## config.mk

```make
export PLATFORM = sky130hd
export DESIGN_NAME = adma_engine
export DESIGN_NICKNAME = d
export VERILOG_FILES = /design/src/rtl/adma_pkg.sv /design/src/rtl/adma_desc_decode.sv /design/src/rtl/adma_xfer_ctr.sv /design/src/rtl/adma_engine.sv
export SDC_FILE = /design/constraint.sdc
export NUM_CORES = 1
export LEC_CHECK = 0
export ABC_CLOCK_PERIOD_IN_PS = 5670
export BUFFER_PORTS_ARGS = -buffer_cell sky130_fd_sc_hd__buf_2
export CAP_MARGIN = 0
export CELL_PAD_IN_SITES_DETAIL_PLACEMENT = 1
export CELL_PAD_IN_SITES_GLOBAL_PLACEMENT = 2
export CORE_MARGIN = 2
export CORE_UTILIZATION = 33
export DETAILED_ROUTE_END_ITERATION = 6
export GPL_ROUTABILITY_DRIVEN = 0
export HOLD_SLACK_MARGIN = 0.15
export PLACE_DENSITY_LB_ADDON = 0.1
export SLEW_MARGIN = 20
export SYNTH_ARGS = -nofsm -noshare
export SYNTH_HDL_FRONTEND = slang
export SYNTH_HIERARCHICAL = 1
export SYNTH_SLANG_ARGS = --single-unit
```

## constraint.sdc

```tcl
create_clock -name clk -period 5.67 [get_ports clk]
set_input_delay 0.567 -clock clk [delete_from_list [all_inputs] [get_ports clk]]
set_output_delay 0.567 -clock clk [all_outputs]
set_load 0.03 [all_outputs]
```

## src/rtl/adma_pkg.sv

```systemverilog
package adma_pkg;
  localparam int WORD_W = 32;
  localparam int LEN_W  = 16;
  localparam int CNT_W  = LEN_W - 1;

  typedef enum logic [1:0] {
    ACT_NOP  = 2'd0,
    ACT_RSV  = 2'd1,
    ACT_XFER = 2'd2,
    ACT_LINK = 2'd3
  } act_e;

  typedef struct packed {
    logic [LEN_W-1:0] len;
    act_e             act;
    logic             irq;
    logic             last;
    logic             valid;
  } desc_attr_t;

  typedef enum logic [3:0] {
    S_IDLE, S_ATTR_REQ, S_ATTR_WAIT, S_ADDR_REQ, S_ADDR_WAIT,
    S_RD_REQ, S_RD_WAIT, S_PUSH, S_WR, S_STEP
  } st_e;
endpackage

```

## src/rtl/adma_desc_decode.sv

```systemverilog
module adma_desc_decode
  import adma_pkg::*;
(
  input  desc_attr_t       attr,
  output logic             is_xfer,
  output logic             is_link,
  output logic [CNT_W-1:0] words
);
  localparam logic [CNT_W-1:0] FULL_WORDS = CNT_W'(1) << (LEN_W - 2);

  assign is_xfer = (attr.act == ACT_XFER);
  assign is_link = (attr.act == ACT_LINK);
  // A zero length encodes the full 2^LEN_W bytes
  assign words = (attr.len == '0) ? FULL_WORDS
               : CNT_W'(((LEN_W+1)'(attr.len) + (LEN_W+1)'(3)) >> 2);
endmodule

```

## src/rtl/adma_xfer_ctr.sv

```systemverilog
module adma_xfer_ctr #(
  parameter int ADDR_W = 32,
  parameter int CNT_W  = 15
) (
  input  logic              clk,
  input  logic              rst_n,
  input  logic              load,
  input  logic [ADDR_W-1:0] load_addr,
  input  logic [CNT_W-1:0]  load_words,
  input  logic              step,
  output logic [ADDR_W-1:0] addr,
  output logic              last
);
  logic [CNT_W-1:0] left_q;

  always_ff @(posedge clk) begin
    if (!rst_n) begin
      left_q <= '0;
      addr   <= '0;
    end else if (load) begin
      left_q <= load_words;
      addr   <= load_addr;
    end else if (step) begin
      left_q <= left_q - CNT_W'(1);
      addr   <= addr + ADDR_W'(4);
    end
  end

  assign last = (left_q == CNT_W'(1));


  step_nonzero_chk: assert property (@(posedge clk) disable iff (!rst_n)
    step |-> (left_q != '0));
endmodule

```

## src/rtl/adma_engine.sv

```systemverilog
module adma_engine
  import adma_pkg::*;
#(
  parameter int ADDR_W = 32
) (
  input  logic              clk,
  input  logic              rst_n,
  input  logic              start,
  input  logic              dir_to_mem,
  input  logic [ADDR_W-1:0] desc_base,
  output logic              mem_req_valid,
  input  logic              mem_req_ready,
  output logic              mem_req_we,
  output logic [ADDR_W-1:0] mem_req_addr,
  output logic [WORD_W-1:0] mem_req_wdata,
  input  logic              mem_rsp_valid,
  input  logic [WORD_W-1:0] mem_rsp_rdata,
  output logic              tx_valid,
  input  logic              tx_ready,
  output logic [WORD_W-1:0] tx_data,
  input  logic              rx_valid,
  output logic              rx_ready,
  input  logic [WORD_W-1:0] rx_data,
  output logic              busy,
  output logic              data_done,
  output logic              dma_irq,
  output logic              adma_err
);
  localparam logic [ADDR_W-1:0] DESC_BYTES = ADDR_W'(8);

  st_e               state;
  desc_attr_t        attr_q;
  logic [ADDR_W-1:0] desc_addr;
  logic [WORD_W-1:0] data_q;
  logic              dir_q;
  logic              is_xfer, is_link;
  logic [CNT_W-1:0]  words;
  logic              ctr_load, ctr_step, ctr_last;
  logic [ADDR_W-1:0] ctr_addr;
  logic              rd_beat, wr_beat;

  adma_desc_decode u_dec (
    .attr(attr_q), .is_xfer(is_xfer), .is_link(is_link), .words(words)
  );

  adma_xfer_ctr #(.ADDR_W(ADDR_W), .CNT_W(CNT_W)) u_ctr (
    .clk(clk), .rst_n(rst_n), .load(ctr_load), .load_addr(mem_rsp_rdata[ADDR_W-1:0]),
    .load_words(words), .step(ctr_step), .addr(ctr_addr), .last(ctr_last)
  );

  assign rd_beat  = (state == S_PUSH) && tx_ready;
  assign wr_beat  = (state == S_WR) && rx_valid && mem_req_ready;
  assign ctr_step = rd_beat || wr_beat;
  assign ctr_load = (state == S_ADDR_WAIT) && mem_rsp_valid && attr_q.valid && is_xfer;

  always_comb begin
    mem_req_valid = 1'b0;
    mem_req_addr  = ctr_addr;
    unique case (state)
      S_ATTR_REQ: begin mem_req_valid = 1'b1; mem_req_addr = desc_addr; end
      S_ADDR_REQ: begin mem_req_valid = 1'b1; mem_req_addr = desc_addr + ADDR_W'(4); end
      S_RD_REQ:   mem_req_valid = 1'b1;
      S_WR:       mem_req_valid = rx_valid;
      default:    ;
    endcase
  end

  assign mem_req_we    = (state == S_WR);
  assign mem_req_wdata = rx_data;
  assign rx_ready      = wr_beat;
  assign tx_valid      = (state == S_PUSH);
  assign tx_data       = data_q;
  assign busy          = (state != S_IDLE);

  always_ff @(posedge clk) begin
    if (!rst_n) begin
      state     <= S_IDLE;
      attr_q    <= '0;
      desc_addr <= '0;
      data_q    <= '0;
      dir_q     <= 1'b0;
      data_done <= 1'b0;
      dma_irq   <= 1'b0;
      adma_err  <= 1'b0;
    end else begin
      data_done <= 1'b0;
      dma_irq   <= 1'b0;
      adma_err  <= 1'b0;
      unique case (state)
        S_IDLE: if (start) begin
          desc_addr <= desc_base;
          dir_q     <= dir_to_mem;
          state     <= S_ATTR_REQ;
        end
        S_ATTR_REQ: if (mem_req_ready) state <= S_ATTR_WAIT;
        S_ATTR_WAIT: if (mem_rsp_valid) begin
          attr_q <= '{len: mem_rsp_rdata[31:16], act: act_e'(mem_rsp_rdata[5:4]),
                      irq: mem_rsp_rdata[2], last: mem_rsp_rdata[1], valid: mem_rsp_rdata[0]};
          state  <= S_ADDR_REQ;
        end
        S_ADDR_REQ: if (mem_req_ready) state <= S_ADDR_WAIT;
        S_ADDR_WAIT: if (mem_rsp_valid) begin
          if (!attr_q.valid) begin
            adma_err <= 1'b1;
            state    <= S_IDLE;
          end else if (is_link) begin
            desc_addr <= mem_rsp_rdata[ADDR_W-1:0];
            state     <= S_STEP;
          end else begin
            desc_addr <= desc_addr + DESC_BYTES;
            state     <= !is_xfer ? S_STEP : (dir_q ? S_WR : S_RD_REQ);
          end
        end
        S_RD_REQ: if (mem_req_ready) state <= S_RD_WAIT;
        S_RD_WAIT: if (mem_rsp_valid) begin
          data_q <= mem_rsp_rdata;
          state  <= S_PUSH;
        end
        S_PUSH: if (tx_ready) state <= ctr_last ? S_STEP : S_RD_REQ;
        S_WR:   if (wr_beat && ctr_last) state <= S_STEP;
        S_STEP: if (attr_q.last) begin
          data_done <= 1'b1;
          dma_irq   <= attr_q.irq;
          state     <= S_IDLE;
        end else begin
          state <= S_ATTR_REQ;
        end
        default: state <= S_IDLE;
      endcase
    end
  end


  req_hold_chk: assert property (@(posedge clk) disable iff (!rst_n)
    (mem_req_valid && !mem_req_ready && !mem_req_we) |=> (mem_req_valid && $stable(mem_req_addr)));

  tx_hold_chk: assert property (@(posedge clk) disable iff (!rst_n)
    (tx_valid && !tx_ready) |=> (tx_valid && $stable(tx_data)));

  one_rd_chk: assert property (@(posedge clk) disable iff (!rst_n)
    mem_rsp_valid |-> !mem_req_valid);

  irq_with_done_chk: assert property (@(posedge clk) disable iff (!rst_n)
    dma_irq |-> data_done);

  err_excl_chk: assert property (@(posedge clk) disable iff (!rst_n)
    adma_err |-> !data_done);

  idle_exit_chk: assert property (@(posedge clk) disable iff (!rst_n)
    $fell(busy) |-> (data_done || adma_err));
endmodule

```

Word-level counts from Yosys, hierarchy flattened
Cells that the tools add are included.
{"block": "classes", "reduce_logical": 22, "n_addsub": 5, "n_mux": 30, "n_eq_ne": 22}
{"cell": "32-bit two-way mux", "n": 6}
{"cell": "32-bit case mux with 2 select lines", "n": 2}
{"cell": "32-bit by 3-bit adder with 32-bit output, second input constant", "n": 2}
{"cell": "4-bit two-way mux", "n": 14}
{"cell": "15-bit two-way mux", "n": 3}
{"cell": "4-bit case mux with 10 select lines", "n": 1}
{"cell": "32-bit by 4-bit adder with 32-bit output, second input constant", "n": 1}
{"cell": "16-bit by 2-bit adder with 17-bit output, second input constant", "n": 1}
{"cell": "4-bit by 3-bit == test with 1-bit output, second input constant", "n": 4}
{"cell": "16-bit zero test", "n": 1}
{"cell": "2-bit != test, second input constant", "n": 8}
{"cell": "15-bit by 1-bit == test with 1-bit output, second input constant", "n": 1}
{"cell": "15-bit by 1-bit subtractor with 15-bit output, second input constant", "n": 1}
{"cell": "9-bit AND reduction", "n": 1}
{"cell": "4-bit by 2-bit == test with 1-bit output, second input constant", "n": 2}
{"cell": "4-bit == test, second input constant", "n": 2}
{"cell": "2-bit AND reduction", "n": 4}
{"cell": "1-bit logical AND", "n": 7}
{"cell": "3-bit AND reduction", "n": 2}
{"cell": "2-bit == test, second input constant", "n": 2}
{"cell": "4-bit by 1-bit == test with 1-bit output, second input constant", "n": 1}
{"cell": "4-bit zero test", "n": 1}
{"cell": "2-bit by 1-bit != test with 1-bit output, second input constant", "n": 2}
{"cell": "4-bit AND reduction", "n": 1}
{"cell": "6 further kinds", "n": 9}
{"block": "totals", "ff_bits": 140, "in_bits": 104, "word_cells": 93}

Longest topological paths before layout
{"block": "depth", "word_depth": 6, "depth_mapped": 11, "mapped_depth_nobuf": 9}

Modules after synthesis
Netlist, hierarchy kept.
{"mod": "adma_engine", "seq_area_each_um2": 1861.8, "cells_each": 832, "area_per_inst_um2": 5973.2, "instances": 1}
{"mod": "adma_xfer_ctr", "seq_area_each_um2": 940.9, "cells_each": 321, "area_per_inst_um2": 2611.3, "instances": 1}
{"mod": "adma_desc_decode", "seq_area_each_um2": 0.0, "cells_each": 48, "area_per_inst_um2": 342.8, "instances": 1}

Worst setup path before layout
Ideal clock, no wire load.
{"block": "synth_path", "path_type": "reg2reg", "from": "reg state[2]", "to": "reg u_ctr.addr[27]", "setup_time_ps": 74, "period_less_slack_ps": 3527, "arrival_time_ps": 3453, "setup_slack_ps": 2143, "path_buffers": 3, "path_stages_with_launch": 12, "required_time_ps": 5596, "cell_sequence": "dfxtp_1 buf_2 nand2b_1 nor3_1 and3_1 a21o_1 buf_2 nand4_2 or4_1 buf_2 or4_1 a31oi_1"}
{"block": "synth_via", "elab_chain_len": 5, "elab_cells_between_ends": 12}
{"item": "start: declaration", "line_no": "adma_engine.sv:31", "source": "st_e state;"}
{"item": "start signal: assignment", "line_no": "adma_engine.sv:111", "source": "state <= !is_xfer ? S_STEP : (dir_q ? S_WR : S_RD_REQ);"}
{"item": "start signal: assignment", "line_no": "adma_engine.sv:119", "source": "S_PUSH: if (tx_ready) state <= ctr_last ? S_STEP : S_RD_REQ;"}
{"item": "4-bit == test"}
{"item": "via mem_req_we", "line_no": "adma_engine.sv:13", "source": "output logic mem_req_we,"}
{"item": "1-bit logical AND (2 in series)", "line_no": "adma_engine.sv:52", "source": "assign wr_beat = (state == S_WR) && rx_valid && mem_req_ready;"}
{"item": "via rx_ready", "line_no": "adma_engine.sv:22", "source": "output logic rx_ready,"}
{"item": "1-bit logical OR", "line_no": "adma_engine.sv:53", "source": "assign ctr_step = rd_beat || wr_beat;"}
{"item": "via ctr_step", "line_no": "adma_engine.sv:38", "source": "logic ctr_load, ctr_step, ctr_last;"}
{"item": "2-bit nonzero test (no line)"}
{"item": "end signal: assignment", "line_no": "adma_xfer_ctr.sv:22", "source": "addr <= load_addr;"}
{"item": "end signal: assignment", "line_no": "adma_xfer_ctr.sv:25", "source": "addr <= addr + ADDR_W'(4);"}
{"item": "end: declaration", "line_no": "adma_xfer_ctr.sv:11", "source": "output logic [ADDR_W-1:0] addr,"}
The timed path passes the listed nets, and every way through them passes these cells.
A chain may end at the register's enable or synchronous reset.

Worst setup path in the final report
{"block": "layout_path", "from": "reg desc_addr[3]", "to": "out mem_req_addr[30]"}
{"block": "layout_via", "elab_chain_len": 2}
{"item": "start: declaration", "line_no": "adma_engine.sv:33", "source": "logic [ADDR_W-1:0] desc_addr;"}
{"item": "start signal: assignment", "line_no": "adma_engine.sv:91", "source": "desc_addr <= desc_base;"}
{"item": "start signal: assignment", "line_no": "adma_engine.sv:107", "source": "desc_addr <= mem_rsp_rdata[ADDR_W-1:0];"}
{"item": "start signal: assignment", "line_no": "adma_engine.sv:110", "source": "desc_addr <= desc_addr + DESC_BYTES;"}
{"item": "32-bit by 3-bit adder with 32-bit output", "line_no": "adma_engine.sv:61", "source": "S_ADDR_REQ: begin mem_req_valid = 1'b1; mem_req_addr = desc_addr + ADDR_W'(4); end"}
{"item": "32-bit case mux with 2 select lines", "line_no": "adma_engine.sv:59", "source": "unique case (state)"}
{"item": "end: declaration", "line_no": "adma_engine.sv:14", "source": "output logic [ADDR_W-1:0] mem_req_addr,"}
No other way between the ends.

==> flow_metrics.py <==
metrics = {
    "outcome": {
        "outcome": "completed",
    },
    "worst_setup_path": {
        "r2r_cells": 8,
        "cp_num_buf_inv": 1,
        "crit_family": "simple AND/OR/NAND/NOR gates",
        "crit_arrival_ns": 3.19,
        "start_kind": "register",
        "worstPathRequired_ns": 5.10,
        "end_kind": "output pin",
        "critical_path_peak_fanout": 7,
        "worstPathCellList": "ha_1, nand3_1, nor4_2, nand3_1, o311ai_0, buf_2",
        "r2r_end": "u_ctr/addr[21]",
        "cpMaxStageDelayCell": "nor4_2",
        "max_stage_delay_ns": 0.73,
        "crit_top_cell": "nand3_1",
        "worst-setup-path-type": "register to output pin",
        "r2r_start": "state[3]",
        "rrSetupSlack_ns": 1.92,
    },
    "sta": {
        "period_minus_slack_ns": 3.76,
        "finalSetupViolCount": 0,
        "drv_slew": 0,
        "fin_hold_ws_ns": 0.383,
        "relSlewSlack_pct": 31.0,
        "hold_viol_final": 0,
        "clock_skew_ns": 0.0166,
        "max_freq_ghz": 0.266,
        "grt_setup_unrepaired": "false",
        "period_share_pct": 66.2,
        "fin_tns_setup_ns": 0,
        "tightest_slew_ns": 1.03,
    },
    "die": {
        "die_x_um": 168,
        "die_area_mm2": 0.0284,
        "ios": 208,
        "row_count": 60,
        "core_mm2": 0.0267,
        "start_util_pct": 33.4,
        "fp.dieH_um": 168,
    },
    "clock_tree": {
        "postCtsResizedCells": 0,
        "cts_hold_buf": 0,
        "insertion_delay_ns": 0.44,
        "root_buffer": "clkbuf_16",
        "clk_pin_slew_ns": 0.07,
        "cts_tree": "yes",
        "cts-htree-levels": 4,
        "cts_buffers": 17,
        "clockBufferDepth": 2,
        "post_cts_buffers": 0,
        "cts_sinks": 140,
    },
    "layout": {
        "final_common_cell": "nand2_1",
        "final_nets": 1365,
        "diodes": 0,
        "layout_common_cells": "223 x nand2_1, 142 x buf_2, 140 x dfxtp_1",
        "syn2layout_area_growth_pct": 14.3,
        "drive_gt1_share_pct": 17.7,
    },
    "global_route": {
        "groute.usage.overall_pct": 26.0,
        "use_met2_pct": 42.8,
        "use_met1_pct": 36.1,
        "grt_start_max_net_pins": 75,
        "grt_pass1_wl_um": 56400,
        "gr-total-overflow": 0,
        "grt_use_met3_pct": 3.44,
        "grt_antenna_before_repair": 0,
        "grt_busiest_layer": "met2",
        "grt_pass1_vias": 9120,
    },
    "routing": {
        "routed_via_density": 5.76,
        "drc": 0,
        "antenna_left": 0,
        "drtPass1Iterations": 5,
        "drtIter0Drc": 606,
        "wl_per_cell_um": 23.0,
        "num_vias": 9276,
        "drt-total-wl_um": 37000,
    },
    "placement": {
        "dp.final_hpwl_um": 26800,
        "io_buffers": 143,
    },
    "pwr": {
        "leakage_nw": 3.89,
        "p_sw_mw": 1.44,
        "pwr-share-clk_pct": 33.2,
        "p_comb_share_pct": 29.4,
        "worst_ir_drop_vdd_mv": 0.188,
        "power.share.sequential_pct": 37.4,
        "powerDensity_mw_per_mm2": 343,
        "netSwitchingFraction_pct": 41.1,
        "intPower_mw": 2.06,
    },
    "synth": {
        "synth_cell_type_count": 69,
        "async_flop_share_pct": 0,
        "ys_warn_count": 6,
        "synthCells": 1201,
        "yosys_most_used_dff": "dfxtp_1",
        "synthesis.area_mm2": 0.00893,
        "synth_area_leaders": "dfxtp_1 31%, nand2_1 9.4%, o21ai_0 5.6%, a21boi_0 5.4%, xnor2_1 3.4%",
        "synth_edf_count": 0,
        "syn_nets": 1310,
        "synth.top_cell.area_share_pct": 31.4,
        "yosysTopAreaCell": "dfxtp_1",
        "ys_seq_elements": 140,
        "seq_area_frac_synth_pct": 31.4,
        "synth.avg_cell_area_um2": 7.43,
    },
    "worst_hold_path": {
        "whs_path_depth": 3,
        "hp-class": "input port to register",
        "hp-start": "dir_to_mem",
        "min_to": "dir_q",
    },
    "flow_run": {
        "drv_cap": 0,
    },
}
==> worst register-to-register path, cell delays in order (launching register included) <==
cell      delay [ns]
dfxtp_1         0.69
nand2b_1        0.14
nor3_1          0.41
and3_1          0.26
a21o_1          0.52
nand4_2         0.31
or4_1           0.71
or4_1           0.46
a31oi_1         0.18
==> routing by layer <==
metal | wire [µm] | part of all wire [%]
met4 | 649 | 1.8
met1 | 17800 | 48
met3 | 1310 | 3.5
met2 | 17200 | 47
met5 | 0 | 0
==> synth_stat cells (11+ instances only) <==
| cell type | number |
|---|---|
| nand2_1 | 223 |
| nor3_1 | 30 |
| buf_2 | 17 |
| o311ai_0 | 14 |
| buf_4 | 33 |
| xnor2_1 | 35 |
| or3_1 | 21 |
| clkbuf_1 | 70 |
| o21ai_0 | 99 |
| or4_1 | 11 |
| inv_1 | 19 |
| nand3_1 | 48 |
| dfxtp_1 | 140 |
| a31oi_1 | 17 |
| nand2b_1 | 14 |
| and3_1 | 24 |
| a21oi_1 | 58 |
| nor4_1 | 20 |
| a21boi_0 | 64 |
| nand4_1 | 17 |
| nor2b_1 | 14 |
| nor2_1 | 42 |
| o211ai_1 | 11 |
| o211a_1 | 12 |
| xor2_1 | 24 |
==> worst max-delay path by stage <==
stage | start | end | slack (ns) | cells after the start
3_3_place_gp | state[3] | u_ctr/addr[21] | 2.13 | 8
5_1_grt | state[3] | u_ctr/addr[21] | 1.61 | 8
6_report | desc_addr[3] | mem_req_addr[30] | 1.91 | 6
4_1_cts | desc_addr[4] | mem_req_addr[23] | 1.94 | 8
3_5_place_dp | state[3] | u_ctr/addr[27] | 2.01 | 8
2_1_floorplan | state[2] | u_ctr/addr[27] | 2.14 | 11
==> layout make-up <==
type | count | area, µm²
flip-flops and latches | 140 | 2800
repair buffers | 159 | 838
clock buffers | 18 | 439
clock inverters | 14 | 150
multi-input cells | 919 | 5470
well taps | 341 | 427
inverters | 19 | 71.3
fillers | 3336 | 16500
==> sequential cells by signal, indices dropped and copies added (netlist names) <==
register / cells
adma_err: 1
attr_q: 21
data_done: 1
desc_addr: 32
dir_q: 1
dma_irq: 1
state: 4
tx_data: 32
u_ctr/addr: 32
u_ctr/left_q: 15
==> cells by family (layout without fill, tap and decap cells) <==
| group | count (synthesis) | count (layout) | share of synthesized area (%) |
|---|---|---|---|
| simple gates | 514 | 514 | 29.3 |
| flops | 140 | 140 | 31.4 |
| xor+xnor | 59 | 59 | 5.79 |
| fa+ha+maj | 5 | 5 | 0.701 |
| mux | 6 | 6 | 0.673 |
| compound gates | 335 | 335 | 24.6 |
| buf+inv | 142 | 210 | 7.60 |
==> metrics by stage <==
stage	util (%)	instance area (µm²)	power, mW	instances	setup WS, ns
3_5_place_dp	35.9	9600	2.35	1577	2.01
2_1_floorplan	-	8930	2.00	1201	2.14
6_report	38.2	10200	3.50	1610	1.91
4_1_cts	38.1	10200	3.51	1609	1.94
3_3_place_gp	35.9	9600	2.34	1577	2.13
5_1_grt	38.2	10200	3.67	1610	1.61
==> power groups by stage <==
stage               logic [mW]  clock network [mW]  registers (mW)
global placement          1.01                   0            1.32
floorplan                0.787                   0            1.21
global route              1.12                1.22            1.33
detailed placement        1.02                   0            1.33
CTS                       1.03                1.18            1.30
finish                    1.03                1.16            1.31
(Power assumes the default switching activity.)
